$ cat config.mk
export PLATFORM = sky130hd
export DESIGN_NAME = sbus_shifter
export DESIGN_NICKNAME = d
export VERILOG_FILES = /design/src/rtl/sbus_pkg.sv /design/src/rtl/sbus_cfg_reg.sv /design/src/rtl/sbus_half_sel.sv /design/src/rtl/sbus_phase_timer.sv /design/src/rtl/sbus_shift_core.sv /design/src/rtl/sbus_shifter.sv
export SDC_FILE = /design/constraint.sdc
export NUM_CORES = 1
export LEC_CHECK = 0
export BUFFER_PORTS_ARGS = -buffer_cell sky130_fd_sc_hd__buf_2
export CELL_PAD_IN_SITES_DETAIL_PLACEMENT = 1
export CELL_PAD_IN_SITES_GLOBAL_PLACEMENT = 1
export CORE_ASPECT_RATIO = 0.5
export CORE_MARGIN = 2
export CORE_UTILIZATION = 47
export DETAILED_ROUTE_END_ITERATION = 10
export PLACE_DENSITY_LB_ADDON = 0.05
export SLEW_MARGIN = 5
export SYNTH_ARGS = -nofsm -noshare
export SYNTH_HDL_FRONTEND = slang
export SYNTH_HIERARCHICAL = 1
export SYNTH_SLANG_ARGS = --single-unit
$ cat constraint.sdc
create_clock -name clk -period 7 [get_ports clk]
set_input_delay 0.7 -clock clk [delete_from_list [all_inputs] [get_ports clk]]
set_output_delay 0.7 -clock clk [all_outputs]
set_load 0.01 [all_outputs]
$ cat src/rtl/sbus_pkg.sv
package sbus_pkg;
  localparam int CNT_W = 3;
  localparam int SEL_W = 3;
  localparam int REG_W = 8;

  typedef struct packed {
    logic [CNT_W-1:0] nbits;
    logic             ack_en;
    logic [SEL_W-1:0] clksel;
  } sbus_cfg_t;

  typedef enum logic [1:0] {
    ST_IDLE = 2'd0,
    ST_LOW  = 2'd1,
    ST_HIGH = 2'd2
  } sbus_state_e;
endpackage

$ cat src/rtl/sbus_cfg_reg.sv
module sbus_cfg_reg
  import sbus_pkg::*;
(
  input  logic             clk,
  input  logic             rst,
  input  logic             we,
  input  logic [REG_W-1:0] wdata,
  input  logic             mon,
  output sbus_cfg_t        cfg,
  output logic [REG_W-1:0] rdata
);
  always_ff @(posedge clk) begin
    if (rst) begin
      cfg <= '0;
    end else if (we) begin
      cfg.nbits  <= wdata[6:4];
      cfg.ack_en <= wdata[3];
      cfg.clksel <= wdata[2:0];
    end
  end

  // bit 0 is write-only clock select; reads return the monitor instead
  assign rdata = {1'b0, cfg.nbits, cfg.ack_en, cfg.clksel[2:1], mon};
endmodule

$ cat src/rtl/sbus_half_sel.sv
module sbus_half_sel
  import sbus_pkg::*;
#(
  parameter int N_BASE     = 4,
  parameter int DIV_OFFSET = 36,
  parameter int HALF_W     = 10
) (
  input  logic [SEL_W-1:0]  sel,
  output logic [HALF_W-1:0] half
);
  localparam int CODES    = 1 << SEL_W;
  localparam int TOP_CODE = CODES - 2;

  logic [HALF_W-1:0] lut [CODES];

  for (genvar g = 0; g < CODES; g++) begin : g_code
    localparam int EFF_N = N_BASE + ((g > TOP_CODE) ? TOP_CODE : g);
    localparam int HVAL  = ((1 << EFF_N) + DIV_OFFSET) / 2;
    assign lut[g] = HALF_W'(HVAL);
  end

  assign half = lut[sel];
endmodule

$ cat src/rtl/sbus_phase_timer.sv
module sbus_phase_timer #(
  parameter int HALF_W = 10
) (
  input  logic              clk,
  input  logic              rst,
  input  logic              run,
  input  logic [HALF_W-1:0] half,
  output logic              first,
  output logic              tick
);
  logic [HALF_W-1:0] cnt;

  assign first = run && (cnt == '0);
  assign tick  = run && (cnt == half - HALF_W'(1));

  always_ff @(posedge clk) begin
    if (rst || !run) cnt <= '0;
    else if (tick)   cnt <= '0;
    else             cnt <= cnt + HALF_W'(1);
  end
endmodule

$ cat src/rtl/sbus_shift_core.sv
module sbus_shift_core
  import sbus_pkg::*;
#(
  parameter int DATA_W  = 8,
  parameter int HALF_W  = 10,
  parameter int PULSE_W = 4
) (
  input  logic              clk,
  input  logic              rst,
  input  logic              en,
  input  logic              tx_valid,
  input  logic [DATA_W-1:0] tx_data,
  input  sbus_cfg_t         cfg,
  input  logic [HALF_W-1:0] half_in,
  input  logic              sda_in,
  input  logic              first,
  input  logic              tick,
  output logic              tx_ready,
  output logic              run,
  output logic [HALF_W-1:0] half_q,
  output logic              scl_q,
  output logic              sda_q,
  output logic              done,
  output logic              ack_seen
);
  sbus_state_e        state;
  logic [DATA_W-1:0]  shreg;
  logic [PULSE_W-1:0] pidx, ndata_q, nlast_q;
  logic               ack_q;
  logic [PULSE_W-1:0] ndata_w;
  logic               accept, in_ack, is_last;

  assign ndata_w  = (cfg.nbits == '0) ? PULSE_W'(DATA_W) : PULSE_W'(cfg.nbits);
  assign tx_ready = en && (state == ST_IDLE);
  assign accept   = tx_ready && tx_valid;
  assign run      = (state != ST_IDLE);
  assign in_ack   = ack_q && (pidx == ndata_q);
  assign is_last  = (pidx == nlast_q);

  always_ff @(posedge clk) begin
    if (rst) begin
      state    <= ST_IDLE;
      shreg    <= '0;
      pidx     <= '0;
      ndata_q  <= '0;
      nlast_q  <= '0;
      ack_q    <= 1'b0;
      half_q   <= '0;
      scl_q    <= 1'b1;
      sda_q    <= 1'b1;
      done     <= 1'b0;
      ack_seen <= 1'b0;
    end else if (!en) begin
      state <= ST_IDLE;
      scl_q <= 1'b1;
      sda_q <= 1'b1;
      done  <= 1'b0;
    end else begin
      done <= 1'b0;
      unique case (state)
        ST_IDLE: begin
          if (accept) begin
            shreg   <= tx_data;
            pidx    <= '0;
            ndata_q <= ndata_w;
            nlast_q <= ndata_w + PULSE_W'(cfg.ack_en) - PULSE_W'(1);
            ack_q   <= cfg.ack_en;
            half_q  <= half_in;
            scl_q   <= 1'b0;
            state   <= ST_LOW;
          end
        end
        ST_LOW: begin
          if (first) begin
            if (in_ack) begin
              sda_q <= 1'b1;
            end else begin
              sda_q <= shreg[DATA_W-1];
              shreg <= {shreg[DATA_W-2:0], 1'b0};
            end
          end
          if (tick) begin
            scl_q <= 1'b1;
            state <= ST_HIGH;
          end
        end
        ST_HIGH: begin
          if (first && in_ack) ack_seen <= sda_in;
          if (tick) begin
            if (is_last) begin
              state <= ST_IDLE;
              done  <= 1'b1;
            end else begin
              pidx  <= pidx + PULSE_W'(1);
              scl_q <= 1'b0;
              state <= ST_LOW;
            end
          end
        end
        default: state <= ST_IDLE;
      endcase
    end
  end
endmodule

$ cat src/rtl/sbus_shifter.sv
module sbus_shifter
  import sbus_pkg::*;
#(
  parameter int DATA_W     = 8,
  parameter int N_BASE     = 4,
  parameter int DIV_OFFSET = 36
) (
  input  logic              clk,
  input  logic              rst,
  input  logic              bus_en,
  input  logic              reg_we,
  input  logic [REG_W-1:0]  reg_wdata,
  output logic [REG_W-1:0]  reg_rdata,
  input  logic              tx_valid,
  output logic              tx_ready,
  input  logic [DATA_W-1:0] tx_data,
  input  logic              sda_in,
  output logic              scl_oe,
  output logic              sda_oe,
  output logic              done,
  output logic              ack_seen
);
  localparam int N_MAX    = N_BASE + (1 << SEL_W) - 2;
  localparam int HALF_MAX = ((1 << N_MAX) + DIV_OFFSET) / 2;
  localparam int HALF_W   = $clog2(HALF_MAX + 1);
  localparam int PULSE_W  = $clog2(DATA_W + 2);

  sbus_cfg_t         cfg;
  logic [HALF_W-1:0] half_sel, half_q;
  logic              run, first, tick, scl_q, sda_q;

  sbus_cfg_reg u_reg (
    .clk(clk), .rst(rst), .we(reg_we), .wdata(reg_wdata),
    .mon(bus_en), .cfg(cfg), .rdata(reg_rdata)
  );

  sbus_half_sel #(.N_BASE(N_BASE), .DIV_OFFSET(DIV_OFFSET), .HALF_W(HALF_W)) u_half (
    .sel(cfg.clksel), .half(half_sel)
  );

  sbus_phase_timer #(.HALF_W(HALF_W)) u_timer (
    .clk(clk), .rst(rst), .run(run), .half(half_q), .first(first), .tick(tick)
  );

  sbus_shift_core #(.DATA_W(DATA_W), .HALF_W(HALF_W), .PULSE_W(PULSE_W)) u_core (
    .clk(clk), .rst(rst), .en(bus_en), .tx_valid(tx_valid), .tx_data(tx_data),
    .cfg(cfg), .half_in(half_sel), .sda_in(sda_in), .first(first), .tick(tick),
    .tx_ready(tx_ready), .run(run), .half_q(half_q), .scl_q(scl_q), .sda_q(sda_q),
    .done(done), .ack_seen(ack_seen)
  );

  assign scl_oe = bus_en && !scl_q;
  assign sda_oe = bus_en && !sda_q;
endmodule

==> impl_metrics.json, run 1 <==
{
  "rrSetupSlack_ps": 3850,
  "n_fill_cell": 760,
  "stdcell_count": 451,
  "cts_buffer_depth": 2,
  "ir_drop_uv": 93.9,
  "cts_sinks": 54,
  "initial_utilization_pct": 49.2,
  "avgSynthCellArea_um2": 8.56,
  "r2r_cells": 11,
  "core-area_mm2": 0.00616,
  "first_pass_iters": 5,
  "routed_wl_um": 6960,
  "tightest_slew_ps": 1080,
  "power.density_mw_per_mm2": 202,
  "whs_path_depth": 2,
  "hold_path.class": "flip-flop to flip-flop",
  "finalMaxSlewViolations": 0,
  "crit_chain": "inv_1 -> ha_1 -> nand2b_1 -> or3_1 -> a2111oi_2 -> o2111a_1 -> and2_2 -> nand3_1 -> nand2b_1 -> nor3b_1 -> a21o_2",
  "rows": 20,
  "worstSkewPairLatency_ps": 300,
  "post-route-util_pct": 53.0,
  "die_y_um": 60.8,
  "drtIter0Drc": 99,
  "cts_tree": "built",
  "ant_nets": 0,
  "finalSetupViolCount": 0,
  "layout_min_cycle_time_ps": 3150,
  "critical_path_required_ps": 7250,
  "crit_path_end_kind": "flip-flop",
  "cts_buffers": 5,
  "hpwl_um": 5000,
  "start_kind": "flip-flop",
  "track_usage_pct": 20.5,
  "cpLargestDelayFamily": "simple AND/OR/NAND/NOR gates",
  "final_cell_mix": "dfxtp_1 (54), nand2_1 (48), buf_2 (32)",
  "regToRegEndpoint": "u_core/pidx[2]",
  "antenna_found_initial": 0,
  "avgViaCountPerCell": 5.43,
  "arrival_ps": 3400,
  "die_area_mm2": 0.00714,
  "post_drt_wl_per_cell_um": 15.4,
  "synthCells": 354,
  "ioPinCount": 35,
  "rsz0062_at_grt": "false",
  "clock.fmax_mhz": 318,
  "hold_buffers": 0,
  "hold_violations": 0,
  "place_congestion": 0.814,
  "hold_end": "u_core/ack_q",
  "cp_num_buf_inv": 1,
  "seq_area_mm2": 0.00108,
  "antennaDiodeCount": 0,
  "crit_type": "flip-flop to flip-flop",
  "crit_fanout": 11,
  "seq_area_frac_synth_pct": 35.7,
  "areaGrowthSynthToFinish_pct": 7.68,
  "whs_ps": 472,
  "synth_cell_types": 54,
  "cts_root_buffer": "clkbuf_16",
  "period_share_pct": 44.9,
  "vias": 2449,
  "yosys_warnings": 6,
  "htree_levels": 2,
  "cts.clk_slew.worst_paths_ps": 70,
  "slowest_delay_ps": 520,
  "fin_worst_skew_ps": 2.96,
  "grt_pass1_wl_um": 11500,
  "drive_gt1_share_pct": 16.0,
  "multiInputGateArea_mm2": 0.00172,
  "cpMaxStageDelayCell": "o2111a_1",
  "final_nets": 393,
  "cts-resized-gates": 0,
  "port_buffers": 32,
  "place_inst": 443,
  "cp_common_cell": "nand2b_1",
  "overflow": 0,
  "grt_pass1_vias": 2404,
  "grt_max_degree": 40,
  "syn_area_mm2": 0.00303,
  "post_cts_buffers": 0,
  "drc_errors": 0,
  "hp-start": "u_core/ack_q",
  "slew_headroom_pct": 27.7,
  "die_w_um": 118,
  "mostFrequentLayoutCell": "dfxtp_1",
  "rr_startpoint": "u_core/half_q[0]",
  "max_cap_violations": 0,
  "status": "completed",
  "tns_ps": 0,
  "synth_seq_cells": 54,
  "power_uw": 658,
  "p_leak_uw": 0.00133
}
-- cell type report --
type / count / area share [%]
Sequential cell: 54 / 33.1
Clock inverter: 2 / 0.422
Multi-Input combinational cell: 256 / 52.6
Tap cell: 88 / 3.37
Clock buffer: 6 / 3.95
Timing Repair Buffer: 33 / 5.14
Inverter: 12 / 1.38
-- worst max path at each step --
stage / end / cells past startpoint / startpoint
2_1_floorplan: u_core/pidx[2] / 11 / u_core/half_q[0]
6_report: u_core/pidx[2] / 11 / u_core/half_q[0]
3_3_place_gp: u_core/pidx[2] / 9 / u_core/half_q[2]
5_1_grt: u_core/pidx[2] / 11 / u_core/half_q[0]
4_1_cts: u_core/pidx[2] / 11 / u_core/half_q[0]
3_5_place_dp: u_core/pidx[2] / 11 / u_core/half_q[0]
-- synth_stat cells (all sizes together) --
library cell	n	share of area, %
clkbuf	13	1.6
ha	9	3.7
or2b	1	0.25
nor3b	2	0.50
xnor2	23	6.6
o21ai	3	0.50
a21o	1	0.29
nand2	48	5.9
buf	20	4.7
a2111oi	1	0.50
nand3	12	2.1
a221o	1	0.33
or3	2	0.58
and4	3	0.87
mux2i	16	5.3
nor3	4	0.66
nand4b	1	0.29
o2111ai	2	1.2
o2111a	1	0.37
a221oi	1	0.29
inv	12	1.5
a41o	2	0.66
nor2b	8	2.1
nand3b	2	0.50
o22ai	1	0.21
a21oi	31	5.1
nor4	6	1.2
xor2	6	1.7
nor2	20	2.5
dfxtp	54	36
o211a	1	0.33
conb	3	0.37
o211ai	1	0.25
o31ai	9	3.7
and2	6	1.4
a31oi	2	0.41
a211oi	3	0.74
and2b	1	0.29
nand4	10	2.1
and3	4	0.83
nand2b	6	1.2
a31o	2	0.58
-- registers in the layout, summed over array words and instances (netlist names) --
signal and count:
u_core/pidx 4, u_core/ack_seen 1, u_core/done 1, u_core/scl_q 1
u_core/state 2, u_core/nlast_q 4, u_core/shreg 8, u_core/half_q 10
u_core/ack_q 1, u_timer/cnt 10, u_reg/cfg 7, u_core/ndata_q 4
u_core/sda_q 1
-- kinds of logic after synthesis --
group / count (synthesis) / share of synthesized area (%)
compound gates: 62 / 15.4
xor+xnor: 29 / 8.38
fa+ha+maj: 9 / 3.72
buf+inv: 45 / 7.80
flops: 54 / 35.7
mux: 16 / 5.28
other cells: 3 / 0.372
simple gates: 136 / 23.4
-- per-stage QoR --
stage | area [um2] | setup WS [ps]
detailed placement | 3120 | 3880
floorplan | 3030 | 4450
global route | 3260 | 3640
CTS | 3260 | 3860
global placement | 3120 | 4000
finish | 3260 | 3850
-- where the power goes --
group	internal (uW)	leakage [uW]	switching, uW
clock network	133	0.0000708	114
registers	317	0.000439	10.7
logic	34.9	0.000824	48.8
total	485	0.00133	173
-- tightest hold or removal path, stage by stage, from the launching register on --
cell	delay, ps
dfxtp_1	320
nand2_1	50
a21oi_1	60
-- routing by layer --
layer / routed length, um / up-vias / GRT usage (%)
met4: 91 / 0 / 7.23
met1: 3490 / 1199 / 25.6
met3: 172 / 6 / 4.23
li1: - / 1225 / -
met2: 3210 / 19 / 36.4
met5: 0 / - / 0
Note: power is estimated with default switching activity, not from simulation.
==> inputs of run 2 (changes only) <==
--- a/config.mk
+++ b/config.mk
@@ -10,7 +10,7 @@
 export CELL_PAD_IN_SITES_GLOBAL_PLACEMENT = 1
 export CORE_ASPECT_RATIO = 0.5
 export CORE_MARGIN = 2
-export CORE_UTILIZATION = 47
+export CORE_UTILIZATION = 44
 export DETAILED_ROUTE_END_ITERATION = 10
 export PLACE_DENSITY_LB_ADDON = 0.05
 export SLEW_MARGIN = 5
==> constraint.sdc (replaced) <==
create_clock -name clk -period 3.03 [get_ports clk]
set_input_delay 0.303 -clock clk [delete_from_list [all_inputs] [get_ports clk]]
set_output_delay 0.303 -clock clk [all_outputs]
set_load 0.01 [all_outputs]
==> run 2 against run 1 <==
First-iteration DRC count shrank 7.1%. Clock power rose to 2.6 times the previous value. Critical path depth is 2 lower. Final cell count grew 2.2%. Register-to-register slack worse by 3700 ps. Non-clock buffer count is 6 higher. Via count grew 1.5%. Clock skew grew 0.92 ps. Sequential power grew 130%. Combinational power increased by 140%.
==> impl_metrics.json, run 2 (synthesis gave the netlist of run 1 again) <==
{
  "status": "completed",
  "cts_root_buffer": "clkbuf_16",
  "n_fill_cell": 834,
  "use_met1_pct": 26.5,
  "crit_type": "flip-flop to flip-flop",
  "hold_violations": 0,
  "avgViaCountPerCell": 5.39,
  "cpLargestDelayFamily": "simple AND/OR/NAND/NOR gates",
  "antennaDiodeCount": 0,
  "vias": 2485,
  "cts_buffers": 5,
  "place_inst": 453,
  "cts-resized-gates": 0,
  "routed_wl_um": 7210,
  "finalMaxSlewViolations": 0,
  "rows": 21,
  "hpwl_um": 5280,
  "grt_pass1_wl_um": 12200,
  "clockPowerShare_pct": 40.4,
  "met3_usage_pct": 4.38,
  "tns_ps": 0,
  "mostFrequentLayoutCell": "dfxtp_1",
  "rr_startpoint": "u_core/half_q[2]",
  "die_y_um": 62.7,
  "tightest_slew_ps": 664,
  "p_sw_share_pct": 24.9,
  "antenna_found_initial": 0,
  "drc_errors": 0,
  "post_drt_wl_per_cell_um": 15.6,
  "power_uw": 1610,
  "hp-start": "reg_wdata[1]",
  "ir_drop_uv": 249,
  "first_pass_iters": 5,
  "grt_use_met2_pct": 33.4,
  "crit_path_end_kind": "flip-flop",
  "initial_utilization_pct": 45.4,
  "die_w_um": 121,
  "core-area_mm2": 0.00667,
  "port_buffers": 32,
  "stdcell_count": 461,
  "cts.clk_slew.worst_paths_ps": 70,
  "cpMaxStageDelayCell": "or3_4",
  "place_congestion": 0.819,
  "slowest_delay_ps": 420,
  "final_nets": 399,
  "place_area_mm2": 0.00317,
  "cts_sinks": 54,
  "hold_path.class": "input port to flip-flop",
  "hold_buffers": 0,
  "arrival_ps": 3070,
  "crit_fanout": 8,
  "largestRegisters": "u_core/half_q: 10 flops, u_timer/cnt: 10 flops, u_core/shreg: 8 flops",
  "rsz0062_at_grt": "false",
  "drtIter0Drc": 92,
  "rrSetupSlack_ps": 200,
  "power.internal_uw": 1210,
  "track_usage_pct": 20.1,
  "clock.fmax_mhz": 354,
  "grt_pass1_vias": 2535,
  "critical_path_required_ps": 3280,
  "p_switching_uw": 401,
  "start_kind": "flip-flop",
  "comb_power_share_pct": 12.6,
  "power.density_mw_per_mm2": 483,
  "ioPinCount": 35,
  "max_cap_violations": 0,
  "period_share_pct": 93.3,
  "overflow": 0,
  "p_leak_uw": 0.00137,
  "grt-busiest-layer": "met2",
  "whs_ps": 240,
  "slew_headroom_pct": 55.6,
  "ant_nets": 0,
  "pwr-share-seq_pct": 47.1,
  "worstSkewPairLatency_ps": 290,
  "crit_chain": "or3_4 -> or3_1 -> a2111oi_2 -> o2111a_1 -> and2_2 -> nand3_1 -> nand2b_1 -> nor3b_1 -> a21o_2",
  "final_cell_mix": "dfxtp_1 (54), nand2_1 (48), buf_2 (32)",
  "cp_num_buf_inv": 0,
  "grt_max_degree": 29,
  "htree_levels": 2,
  "layout_min_cycle_time_ps": 2830,
  "post_cts_buffers": 0,
  "cts_buffer_depth": 2,
  "areaGrowthSynthToFinish_pct": 10.1,
  "cts_tree": "built",
  "die_area_mm2": 0.00761,
  "fin_worst_skew_ps": 3.87,
  "startpoint": "u_core/half_q[2]",
  "fin_area_mm2": 0.00334,
  "drive_gt1_share_pct": 17.3,
  "finalSetupViolCount": 0
}
## run 2: cell type report
| type | instances | area, um2 | area share, % |
|---|---|---|---|
| Tap cell | 92 | 115 | 3.45 |
| Timing Repair Buffer | 39 | 213 | 6.37 |
| Inverter | 12 | 45.0 | 1.35 |
| Multi-Input combinational cell | 256 | 1720 | 51.4 |
| Sequential cell | 54 | 1080 | 32.4 |
| Clock buffer | 6 | 129 | 3.86 |
| Clock inverter | 2 | 37.5 | 1.12 |
## run 2: metrics by stage
stage	setup WS, ps	utilization (%)
2_1_floorplan	481	-
3_3_place_gp	306	47.5
3_5_place_dp	208	47.5
4_1_cts	180	50.0
5_1_grt	68.8	50.0
6_report	202	50.0
## run 2: path summary, 6_finish.rpt
path	to	cells past startpoint
setup / recovery	u_core/pidx[2]	9
hold / removal	u_reg/cfg[1]	3
setup reg to reg	u_core/pidx[2]	9
hold reg to reg	u_core/ack_q	2
## run 2: metal layers
layer  vias to the layer above  wire [um]
met5                         -          0
met4                         0         71
met3                         7        250
met2                        34       3460
met1                      1211       3430
li1                       1233          -
## run 2: power by group through the flow
stage / Sequential, uW / Combinational (uW) / Clock (uW)
floorplan: 766 / 156 / 0
CTS: 758 / 203 / 668
detailed placement: 774 / 201 / 0
finish: 758 / 203 / 650
global placement: 772 / 191 / 0
global route: 761 / 225 / 700
## run 2: worst reg2reg max path, delay by kind of cell, from the launching register on
family | cells | cell delay [ps]
DFF | 1 | 380
AOI/OAI and AO/OA | 3 | 770
and+or+nand+nor | 6 | 1620
==> inputs of run 3 (changes only) <==
--- a/config.mk
+++ b/config.mk
@@ -11,8 +11,9 @@
 export CORE_ASPECT_RATIO = 0.5
 export CORE_MARGIN = 2
 export CORE_UTILIZATION = 44
+export CTS_CLUSTER_DIAMETER = 30
 export DETAILED_ROUTE_END_ITERATION = 10
-export PLACE_DENSITY_LB_ADDON = 0.05
+export PLACE_DENSITY_LB_ADDON = 0.1
 export SLEW_MARGIN = 5
 export SYNTH_ARGS = -nofsm -noshare
 export SYNTH_HDL_FRONTEND = slang
==> run 3 against run 2 <==
Combinational power fell by 2%. Sequential power barely moved. Critical endpoint unchanged. Setup slack improved by 26 ps. Cell area fell by 0.83%. Worst hold slack got worse by 1.6 ps. Register-to-register slack improved by 30 ps. Non-clock buffer count fell by 2. Global-route usage rose by 0.46 points. Routed wire length rose by 0.25%.
==> impl_metrics.json, run 3 (synthesis gave the netlist of run 1 again) <==
{
  "top_layer": "met4",
  "crit_fanout": 8,
  "die_y_um": 62.7,
  "worstSkewPairLatency_ps": 300,
  "crit_path_end_kind": "flip-flop",
  "hpwl_um": 5260,
  "period_share_pct": 92.5,
  "initial_utilization_pct": 45.4,
  "post_drt_wl_per_cell_um": 15.7,
  "rrSetupSlack_ps": 230,
  "tns_ps": 0,
  "die_w_um": 121,
  "p_leak_uw": 0.00135,
  "layout_min_cycle_time_ps": 2800,
  "p_switching_uw": 411,
  "track_usage_pct": 20.6,
  "cts_root_buffer": "clkbuf_16",
  "core-area_mm2": 0.00667,
  "fin_worst_skew_ps": 5.40,
  "drc_errors": 0,
  "vias": 2469,
  "antennaDiodeCount": 0,
  "cts_buffers": 5,
  "power.density_mw_per_mm2": 463,
  "clockPowerShare_pct": 37.7,
  "avgViaCountPerCell": 5.38,
  "slew_headroom_pct": 46.8,
  "final_cell_mix": "dfxtp_1 (54), nand2_1 (48), buf_2 (32)",
  "hold_violations": 0,
  "whs_path_depth": 3,
  "start_kind": "flip-flop",
  "crit_type": "flip-flop to flip-flop",
  "arrival_ps": 3050,
  "hold_end": "u_reg/cfg[6]",
  "ioPinCount": 35,
  "cts_tree": "built",
  "finalSetupViolCount": 0,
  "r2r_cells": 9,
  "place_congestion": 0.813,
  "ir_drop_uv": 189,
  "die_area_mm2": 0.00761,
  "hold_path.class": "input port to flip-flop",
  "max_cap_violations": 0,
  "ant_nets": 0,
  "cts.clk_slew.worst_paths_ps": 70,
  "routed_wl_um": 7230,
  "clock.fmax_mhz": 357,
  "dp_worst_setup_slack_ps": 167,
  "tightest_slew_ps": 792,
  "comb_power_share_pct": 12.9,
  "htree_levels": 2,
  "rsz0062_at_grt": "false",
  "p_sw_share_pct": 26.8,
  "power.internal_uw": 1120,
  "place_inst": 451,
  "status": "completed",
  "post_cts_buffers": 0,
  "hp-start": "reg_wdata[6]",
  "met1_length_um": 3580,
  "rr_startpoint": "u_core/half_q[2]",
  "drtIter0Drc": 127,
  "cts_buffer_depth": 2,
  "port_buffers": 32,
  "critical_path_required_ps": 3280,
  "cts-resized-gates": 0,
  "hold_buffers": 0,
  "antenna_found_initial": 0,
  "rows": 21,
  "finalWorstSetupSlack_ps": 228,
  "wl_met2_um": 3340,
  "wl_met3_um": 262,
  "drive_gt1_share_pct": 17.7,
  "stdcell_count": 459,
  "regToRegEndpoint": "u_core/pidx[2]",
  "n_fill_cell": 805,
  "grt_pass1_wl_um": 12400,
  "mostFrequentLayoutCell": "dfxtp_1",
  "first_pass_iters": 5,
  "finalMaxSlewViolations": 0,
  "largestRegisters": "u_core/half_q: 10 flops, u_timer/cnt: 10 flops, u_core/shreg: 8 flops",
  "overflow": 0,
  "areaGrowthSynthToFinish_pct": 9.21,
  "final_nets": 397,
  "pwr-share-seq_pct": 49.4,
  "cts_sinks": 54,
  "grt_max_degree": 24,
  "grt_pass1_vias": 2539
}
[run 3: changes by cell type in the layout (fill, tap and decap cells not counted), sizes merged]
cell | before | now
buf | 39 | 37
bufinv | 1 | 0
clkbuf | 6 | 5
clkinv | 0 | 2
[run 3: worst max-delay path, cell delays in order, from the launching register on]
cell and delay, ps:
dfxtp_1 380, or3_4 420, or3_1 400, a2111oi_2 380
o2111a_1 270, and2_2 240, nand3_1 110, nand2b_1 240
nor3b_2 210, a21o_2 110
[run 3: worst max-delay path by stage]
stage	to	slack (ps)	startpoint
after global placement	u_core/pidx[2]	320	u_core/half_q[0]
after global routing	u_core/pidx[2]	20	u_core/half_q[0]
after CTS	u_core/pidx[2]	150	u_core/half_q[0]
after detailed placement	u_core/pidx[2]	170	u_core/half_q[0]
final	u_core/pidx[2]	230	u_core/half_q[2]
after floorplan	u_core/pidx[2]	480	u_core/half_q[0]
[run 3: metrics by stage]
stage	utilization (%)	hold WS, ps	cell area [um2]	power, uW
after CTS	49.5	238	3300	1550
after global routing	49.6	240	3310	1620
after global placement	47.3	449	3160	959
after floorplan	-	375	3030	922
final	49.6	238	3310	1530
after detailed placement	47.3	450	3160	971
[run 3: layout make-up]
type                       instances  area [um2]  area share, %
inverter                          12        45.0           1.36
timing repair buffer              37         198           5.97
clock buffer                       5         125           3.78
clock inverter                     3        21.3          0.643
multi-input combinational        256        1720           52.1
tap                               92         115           3.48
sequential                        54        1080           32.7
[run 3: routing by layer]
| metal | global-route usage (%) | vias to the layer above |
|---|---|---|
| met5 | 0 | - |
| met4 | 3.59 | 0 |
| met3 | 6.66 | 6 |
| met2 | 33.7 | 31 |
| met1 | 27.0 | 1196 |
| li1 | - | 1236 |
[run 3: power by group through the flow]
stage	Clock (uW)	Sequential (uW)	Combinational [uW]
after detailed placement	0	774	197
after global routing	632	761	223
after global placement	0	772	187
final	578	757	198
after CTS	594	757	198
after floorplan	0	766	156
